`config.mk`:
```
export PLATFORM = sky130hd
export DESIGN_NAME = cell_bypass_ctrl
export DESIGN_NICKNAME = d
export VERILOG_FILES = /design/src/rtl/cell_bypass_ctrl.sv
export SDC_FILE = /design/constraint.sdc
export NUM_CORES = 2
export LEC_CHECK = 0
export ABC_AREA = 1
export BUFFER_PORTS_ARGS = -buffer_cell sky130_fd_sc_hd__buf_2
export CORE_MARGIN = 2
export CORE_UTILIZATION = 40
export DETAILED_ROUTE_END_ITERATION = 6
export GPL_TIMING_DRIVEN = 0
export PLACE_DENSITY_LB_ADDON = 0.3
export SYNTH_ARGS = -nofsm -noshare
export SYNTH_HDL_FRONTEND = slang
export SYNTH_SLANG_ARGS = --single-unit
```
`constraint.sdc`:
```
create_clock -name clk -period 52.8 [get_ports clk]
set_input_delay 13.2 -clock clk [delete_from_list [all_inputs] [get_ports clk]]
set_output_delay 13.2 -clock clk [all_outputs]
set_load 0.1 [all_outputs]
```
`src/rtl/cell_bypass_ctrl.sv`:
```
module cell_bypass_ctrl #(
  parameter int REF_W      = 16,
  parameter int FULL_SCALE = 16384,
  parameter int FRAC_W     = 12
) (
  input  logic                    clk,
  input  logic                    rst_n,
  input  logic [5:0]              fault_i,
  input  logic                    fault_clr,
  input  logic                    period_start,
  input  logic                    row_fill_en,
  input  logic signed [REF_W-1:0] ref_a_i,
  input  logic signed [REF_W-1:0] ref_b_i,
  output logic [5:0]              bypass_o,
  output logic [5:0]              lvl_o,
  output logic [2:0]              mi_o,
  output logic signed [REF_W-1:0] ref_a_o,
  output logic signed [REF_W-1:0] ref_b_o,
  output logic                    ref_vld_o,
  output logic                    clamp_o
);
  localparam int MW = 2*REF_W + 1;
  localparam int PW = MW + 2*FRAC_W;
  localparam int BW = $clog2(FRAC_W);

  function automatic logic [2:0] index_of(input logic [5:0] b);
    logic [1:0] c, n1, n2;
    n1 = '0;
    n2 = '0;
    for (int p = 0; p < 3; p++) begin
      c = 2'(b[2*p]) + 2'(b[2*p+1]);
      if (c == 2'd2) n2 = n2 + 2'd1;
      else if (c == 2'd1) n1 = n1 + 2'd1;
    end
    if (n2 >= 2'd2)      return 3'd0;
    else if (n2 == 2'd1) return (n1 == 2'd0) ? 3'd2 : 3'd1;
    else if (n1 >= 2'd2) return 3'd2;
    else if (n1 == 2'd1) return 3'd3;
    else                 return 3'd4;
  endfunction

  function automatic logic [REF_W-1:0] lim_of(input logic [2:0] m);
    return REF_W'((FULL_SCALE * int'(m)) / 4);
  endfunction

  logic [5:0]              fault_q, bypass_q, byp_nxt;
  logic [1:0]              row_full;
  logic                    busy_q, over_q;
  logic [BW-1:0]           bit_q;
  logic [FRAC_W-1:0]       s_q, trial, s_nxt;
  logic signed [REF_W-1:0] a_q, b_q;
  logic [MW-1:0]           mag2_q, mag2_in;
  logic [PW-1:0]           tgt_q, lsq_in, tsq;
  logic [REF_W-1:0]        lim_in;

  for (genvar r = 0; r < 2; r++) begin : g_row
    assign row_full[r] = row_fill_en &&
      ((2'(fault_q[r]) + 2'(fault_q[r+2]) + 2'(fault_q[r+4])) >= 2'd2);
    assert_fill_R5: assert property (@(posedge clk) disable iff (!rst_n)
      (period_start && row_fill_en &&
       ((fault_q[r] & fault_q[r+2]) | (fault_q[r] & fault_q[r+4]) | (fault_q[r+2] & fault_q[r+4])))
      |=> (bypass_o[r] && bypass_o[r+2] && bypass_o[r+4]));
  end

  assign byp_nxt = fault_q | {3{row_full}};

  for (genvar p = 0; p < 3; p++) begin : g_ph
    assign lvl_o[2*p +: 2] = 2'd2 - (2'(bypass_q[2*p]) + 2'(bypass_q[2*p+1]));
  end

  assign bypass_o = bypass_q;
  assign mi_o     = index_of(bypass_q);
  assign lim_in   = lim_of(index_of(byp_nxt));

  logic signed [2*REF_W-1:0] ea, eb, pa, pb;
  assign ea      = (2*REF_W)'(ref_a_i);
  assign eb      = (2*REF_W)'(ref_b_i);
  assign pa      = ea * ea;
  assign pb      = eb * eb;
  assign mag2_in = MW'($unsigned(pa)) + MW'($unsigned(pb));
  assign lsq_in  = PW'(lim_in) * PW'(lim_in);

  assign trial = s_q | (FRAC_W'(1) << bit_q);
  assign tsq   = PW'(trial) * PW'(trial) * PW'(mag2_q);
  assign s_nxt = (tsq <= tgt_q) ? trial : s_q;

  logic [REF_W-1:0]        abs_a, abs_b;
  logic [REF_W+FRAC_W-1:0] pra, prb;
  logic [REF_W-1:0]        mga, mgb;
  logic signed [REF_W-1:0] sca, scb;
  assign abs_a = a_q[REF_W-1] ? REF_W'(-a_q) : REF_W'(a_q);
  assign abs_b = b_q[REF_W-1] ? REF_W'(-b_q) : REF_W'(b_q);
  assign pra   = (REF_W+FRAC_W)'(abs_a) * (REF_W+FRAC_W)'(s_nxt);
  assign prb   = (REF_W+FRAC_W)'(abs_b) * (REF_W+FRAC_W)'(s_nxt);
  assign mga   = pra[FRAC_W +: REF_W];
  assign mgb   = prb[FRAC_W +: REF_W];
  assign sca   = a_q[REF_W-1] ? -$signed(mga) : $signed(mga);
  assign scb   = b_q[REF_W-1] ? -$signed(mgb) : $signed(mgb);

  always_ff @(posedge clk) begin
    if (!rst_n) begin
      fault_q   <= '0;
      bypass_q  <= '0;
      busy_q    <= 1'b0;
      over_q    <= 1'b0;
      bit_q     <= '0;
      s_q       <= '0;
      a_q       <= '0;
      b_q       <= '0;
      mag2_q    <= '0;
      tgt_q     <= '0;
      ref_a_o   <= '0;
      ref_b_o   <= '0;
      ref_vld_o <= 1'b0;
      clamp_o   <= 1'b0;
    end else begin
      fault_q   <= fault_i | (fault_clr ? 6'b0 : fault_q);
      ref_vld_o <= 1'b0;
      if (period_start) begin
        bypass_q <= byp_nxt;
        busy_q   <= 1'b1;
        bit_q    <= BW'(FRAC_W-1);
        s_q      <= '0;
        a_q      <= ref_a_i;
        b_q      <= ref_b_i;
        mag2_q   <= mag2_in;
        tgt_q    <= lsq_in << (2*FRAC_W);
        over_q   <= PW'(mag2_in) > lsq_in;
      end else if (busy_q) begin
        s_q <= s_nxt;
        if (bit_q == '0) begin
          busy_q    <= 1'b0;
          ref_vld_o <= 1'b1;
          clamp_o   <= over_q;
          ref_a_o   <= over_q ? sca : a_q;
          ref_b_o   <= over_q ? scb : b_q;
        end else begin
          bit_q <= bit_q - BW'(1);
        end
      end
    end
  end

  logic signed [2*REF_W-1:0] oa, ob, qa, qb;
  logic [MW-1:0]             omag, olim;
  assign oa   = (2*REF_W)'(ref_a_o);
  assign ob   = (2*REF_W)'(ref_b_o);
  assign qa   = oa * oa;
  assign qb   = ob * ob;
  assign omag = MW'($unsigned(qa)) + MW'($unsigned(qb));
  assign olim = MW'(lim_of(mi_o)) * MW'(lim_of(mi_o));

  assert_sticky_R1: assert property (@(posedge clk) disable iff (!rst_n)
    !fault_clr |=> ((fault_q & $past(fault_q)) == $past(fault_q)));
  assert_hold_R2: assert property (@(posedge clk) disable iff (!rst_n)
    !period_start |=> $stable(bypass_o));
  assert_full_R4: assert property (@(posedge clk) disable iff (!rst_n)
    (mi_o == 3'd4) |-> (bypass_o == 6'b0));
  assert_mag_R7: assert property (@(posedge clk) disable iff (!rst_n)
    ref_vld_o |-> (omag <= olim));
  assert_pulse_R8: assert property (@(posedge clk) disable iff (!rst_n)
    ref_vld_o |=> !ref_vld_o);
endmodule

```
== Word level (Yosys, flattened, before mapping) ==
Cells that the tools add are included.

* Register bits: 137
* Output and inout bits: 49
* Word-level logic and storage cells: 136

* Add/subtract/negate cells: 27
* Multipliers: 7
* Order comparisons: 8
* Eq/ne operators: 17
* Shift-type cells: 1
* Multiplexer cells: 43
* Bitwise gates (word level): 7
* Reductions and logical operators: 11

{| class="wikitable"
|+ Operator list
! cell !! count
|-
| $mux 16 || 6
|-
| $mul 16x16->32 || 2
|-
| $neg 16->16 || 4
|-
| $le 57x56->1 || 1
|-
| $mul 24x33->57 || 1
|-
| $mul 16x12->28 || 2
|-
| $add 32x32->33 || 1
|-
| $gt 33x30->1 || 1
|-
| $mux 2 || 15
|-
| $mul 12x12->24 || 1
|-
| $mux 3 || 8
|-
| $eq 2x1->1 const B || 10
|-
| $add 1x1->2 || 8
|-
| $add 2x1->2 const B || 8
|-
| $eq 2x2->1 const B || 6
|-
| $ge 2x2->1 const B || 6
|-
| $mux 12 || 1
|-
| $mux 4 || 3
|-
| $or 12x12->12 || 1
|-
| $or 6x6->6 || 2
|-
| $shl 1x4->12 const A || 1
|-
| $mux 1 || 9
|-
| $mul 3x3->6 || 1
|-
| $mux 6 || 1
|-
| 13 further kinds || 22
|}

== Logic depth before layout (Yosys ltp) ==
* Depth in word-level cells: 22
* Depth in mapped cells: 111
* Depth with buffers taken out: 109

== Least setup slack after synthesis ==
No wires, ideal clock.

* Path type: input port to flip-flop
* From: in ref_a_i[10]
* To: reg over_q
* Arrival: 21,629 ps
* Data required time: 52,667 ps
* Setup slack: 31,038 ps
* Cell stages on the path: 54
* Buffers on the path: 2
* Cell sequence: clkbuf_1 clkbuf_1 nand2_1 inv_1 fa_1 inv_1 fa_1 fa_1 fa_1 inv_1 fa_1 inv_1 fa_1 inv_1 ha_1 nand2_1 o21ai_0 nand3_1 (+18 left out) xor2_1 inv_1 ha_1 nand4_1 nor4_1 nand4_1 nor3b_1 nand4_1 nor3_1 nand3_1 nor3b_1 nand4_1 nor2_1 nand4_1 o21ai_0 nand3_1 nand2_1 a31oi_1

* Longest elaborated chain between the ends: 3

{| class="wikitable"
|+ Ends and longest elaborated chain
! item !! RTL line !! text
|-
| start: declaration || 12 || <nowiki>input logic signed [REF_W-1:0] ref_a_i,</nowiki>
|-
| $mul 16x16->32 || 78 || <nowiki>assign pa = ea * ea;</nowiki>
|-
| $add 32x32->33 || 80 || <nowiki>assign mag2_in = MW'($unsigned(pa)) + MW'($unsigned(pb));</nowiki>
|-
| net mag2_in[29] || 52 || <nowiki>logic [MW-1:0] mag2_q, mag2_in;</nowiki>
|-
| $gt 33x30->1 || 128 || <nowiki>over_q <= PW'(mag2_in) > lsq_in;</nowiki>
|-
| end signal: assignment || 128 ||
|-
| end: declaration || 48 || <nowiki>logic busy_q, over_q;</nowiki>
|}

The timed path passes the listed nets, and every way through them passes these cells.
A chain may end at the register's enable or synchronous reset.

== Worst setup path after layout ==
* From: in ref_a_i[8]
* To: reg over_q

Same word-level chain as after synthesis.

==> impl_metrics.json <==
{
  "grt_overflow_total": 0,
  "die_area_um2": 172500,
  "synth_ff_type": "dfxtp_1",
  "grt_pass1_vias": 57988,
  "cts.sinks": 134,
  "wl_met1_mm": 84.28,
  "synth_cell_type_count": 57,
  "drt_iter0_markers": 4459,
  "dpl_worst_slack_ns": 28.08,
  "start_kind": "input pin",
  "cp_common_cell": "nand2_1",
  "fmax_ghz": 0.04101,
  "drc": 0,
  "wl_per_cell_um": 18.35,
  "drt_wl_total_mm": 203.7,
  "syn-num-nets": 10934,
  "critPathMaxFanout": 10,
  "rsz0062_at_grt": "false",
  "synth_enable_flop_cells": 0,
  "nNetsFinal": 11033,
  "synth.avg_cell_area_um2": 7.709,
  "crit_family": "adder cells",
  "nFillCells": 17199,
  "cts_resized": 0,
  "cts_tree": "done",
  "worst_skew_pair.late_latency_ns": 0.49,
  "grt_pass1_wl_mm": 321.3,
  "skew_ns": 0.01726,
  "timing.final.crit_period_ns": 24.39,
  "r2r-start": "bit_q[3]",
  "critPathSlowestCell": "xor2_1",
  "drv_slew": 0,
  "cts-root-buf": "clkbuf_16",
  "min_from": "ref_a_o[5]",
  "start_util_pct": 40.38,
  "die_h_um": 415.3,
  "dr_wl_met2_mm": 94.74,
  "ys_ff_latch": 134,
  "yosys_warnings": 0,
  "startpoint": "ref_a_i[8]",
  "tightest_slew_ns": 1.417,
  "slowest_delay_ns": 0.70,
  "period_share_pct": 46.19,
  "cp.arrival_ns": 24.71,
  "tns_ns": 0,
  "drtPass1Iterations": 6,
  "antenna_found_initial": 9,
  "place_congestion": 0.9837,
  "end_kind": "flip-flop",
  "holdBufCountCts": 0,
  "outcome": "completed",
  "area_delta_synth_final_pct": 5.679,
  "path_clk_slew_ns": 0.06,
  "syn_inst": 8779,
  "hold_path.class": "reg2reg",
  "io_pins": 92,
  "grt_usage_pct": 24.02,
  "core-area_um2": 167600,
  "r2r_slack_ns": 30.00,
  "async_flop_share_pct": 0,
  "portBuffers": 75,
  "h-tree-depth": 4,
  "drtAntennaViolNets": 0,
  "hold_violations": 0,
  "numCtsBuffers": 17,
  "grt_max_degree": 17,
  "crit_required_ns": 53.12,
  "wl_met3_mm": 15.38,
  "critPathBufInv": 9,
  "regArea_um2": 2683,
  "worstSetupPathType": "in2reg",
  "seq_area_frac_synth_pct": 3.964,
  "setup_ws_ns": 28.41,
  "viasPerCell": 4.981,
  "netlist_area_um2": 67680,
  "rows": 150,
  "max_slew_margin_pct": 4.877,
  "finalSetupViolations": 0,
  "maxCapViolCount": 0,
  "drive_above_1_share_pct": 2.463,
  "die_x_um": 415.3,
  "num_vias": 55294,
  "hpwl_mm": 178.9,
  "multiInputGateArea_um2": 54270,
  "post_cts_buffers": 0,
  "cts_max_path_buffers": 2,
  "top_layer_used": "met5"
}
==> sequential cells by signal, indices dropped and copies added (netlist names) <==
| register | cells |
|---|---|
| b_q | 16 |
| fault_q | 6 |
| ref_vld_o | 1 |
| ref_a_o | 16 |
| mag2_q | 33 |
| bypass_o | 6 |
| clamp_o | 1 |
| s_q | 12 |
| bit_q | 4 |
| busy_q | 1 |
| over_q | 1 |
| tgt_q | 5 |
| a_q | 16 |
| ref_b_o | 16 |
==> cells in the mapped netlist, types with 25 or more instances <==
cell,n,share of area [%]
nand4_1,31,0.29
inv_1,2530,14
clkbuf_1,271,1.5
xnor2_1,73,0.94
nand3_1,185,1.4
xor2_1,123,1.6
clkinv_1,30,0.17
o21bai_1,25,0.28
nor3_1,44,0.33
fa_1,1491,44
nand2_1,1570,8.7
o22ai_1,60,0.55
ha_1,621,11
a21oi_1,287,2.1
nor2_1,969,5.4
dfxtp_1,134,4.0
o21ai_0,106,0.78
==> cells by family after synthesis <==
kind of cell	share of synthesized area (%)
compound gates	4.640
xor+xnor	2.705
fa+ha+maj	55.59
buf+inv	15.88
flops	3.964
other cells	0.01110
simple gates	17.21
==> final cells by class <==
class | count | share of cell area, %
inverters | 2579 | 13.54
repair buffers | 80 | 0.5791
clock buffers | 19 | 0.6193
plain buffers | 284 | 1.496
well taps | 2204 | 3.856
clock inverters | 13 | 0.2694
multi-input cells | 5782 | 75.87
diodes | 6 | 0.02099
flip-flops and latches | 134 | 3.751
==> cell usage in the layout (no fill, tap or decap), drive strengths merged, types with 12 or more instances in the layout <==
cell type	count
inv	2554
nand2	1595
nand4	31
clkbuf	291
a211oi	13
a31oi	15
nand3b	12
xnor2	77
nor3	48
o21bai	27
clkinv	32
o21ai	120
o22ai	60
fa	1491
buf	92
nand3	197
ha	621
nor2	986
xor2	126
dfxtp	134
a21oi	289
or2	15
==> layer usage <==
metal  vias up  track usage [%]
met2      1918            39.63
met1     27590            31.45
met5         -                0
met4         2            9.600
met3       327            3.903
li1      25457                -
==> worst reg2reg max path: cells and delay by family (launching register included) <==
kind,cells,cell delay (ns)
buf+inv,18,3.65
flops,1,0.30
simple gates,39,5.00
fa+ha+maj,22,9.84
compound gates,16,3.46
xor+xnor,2,0.43
==> final timing paths <==
path / cells after the start / end
setup / recovery: 55 / over_q
hold reg to reg: 2 / ref_a_o[5]
hold / removal: 2 / ref_a_o[5]
setup reg to reg: 97 / ref_a_o[12]
==> per-stage QoR <==
step	hold slack [ns]	instances	cell area, um2	utilization [%]
floorplan	0.4220	8779	67680	-
global placement	0.4510	11058	70810	42.25
detailed placement	0.4526	11061	70850	42.27
CTS	0.4621	11093	71480	42.65
global route	0.4747	11098	71510	42.67
finish	0.4631	11101	71520	42.67
Power is not shown: default switching activity piles up to over one toggle a cycle in this logic, so the estimate is an artifact.
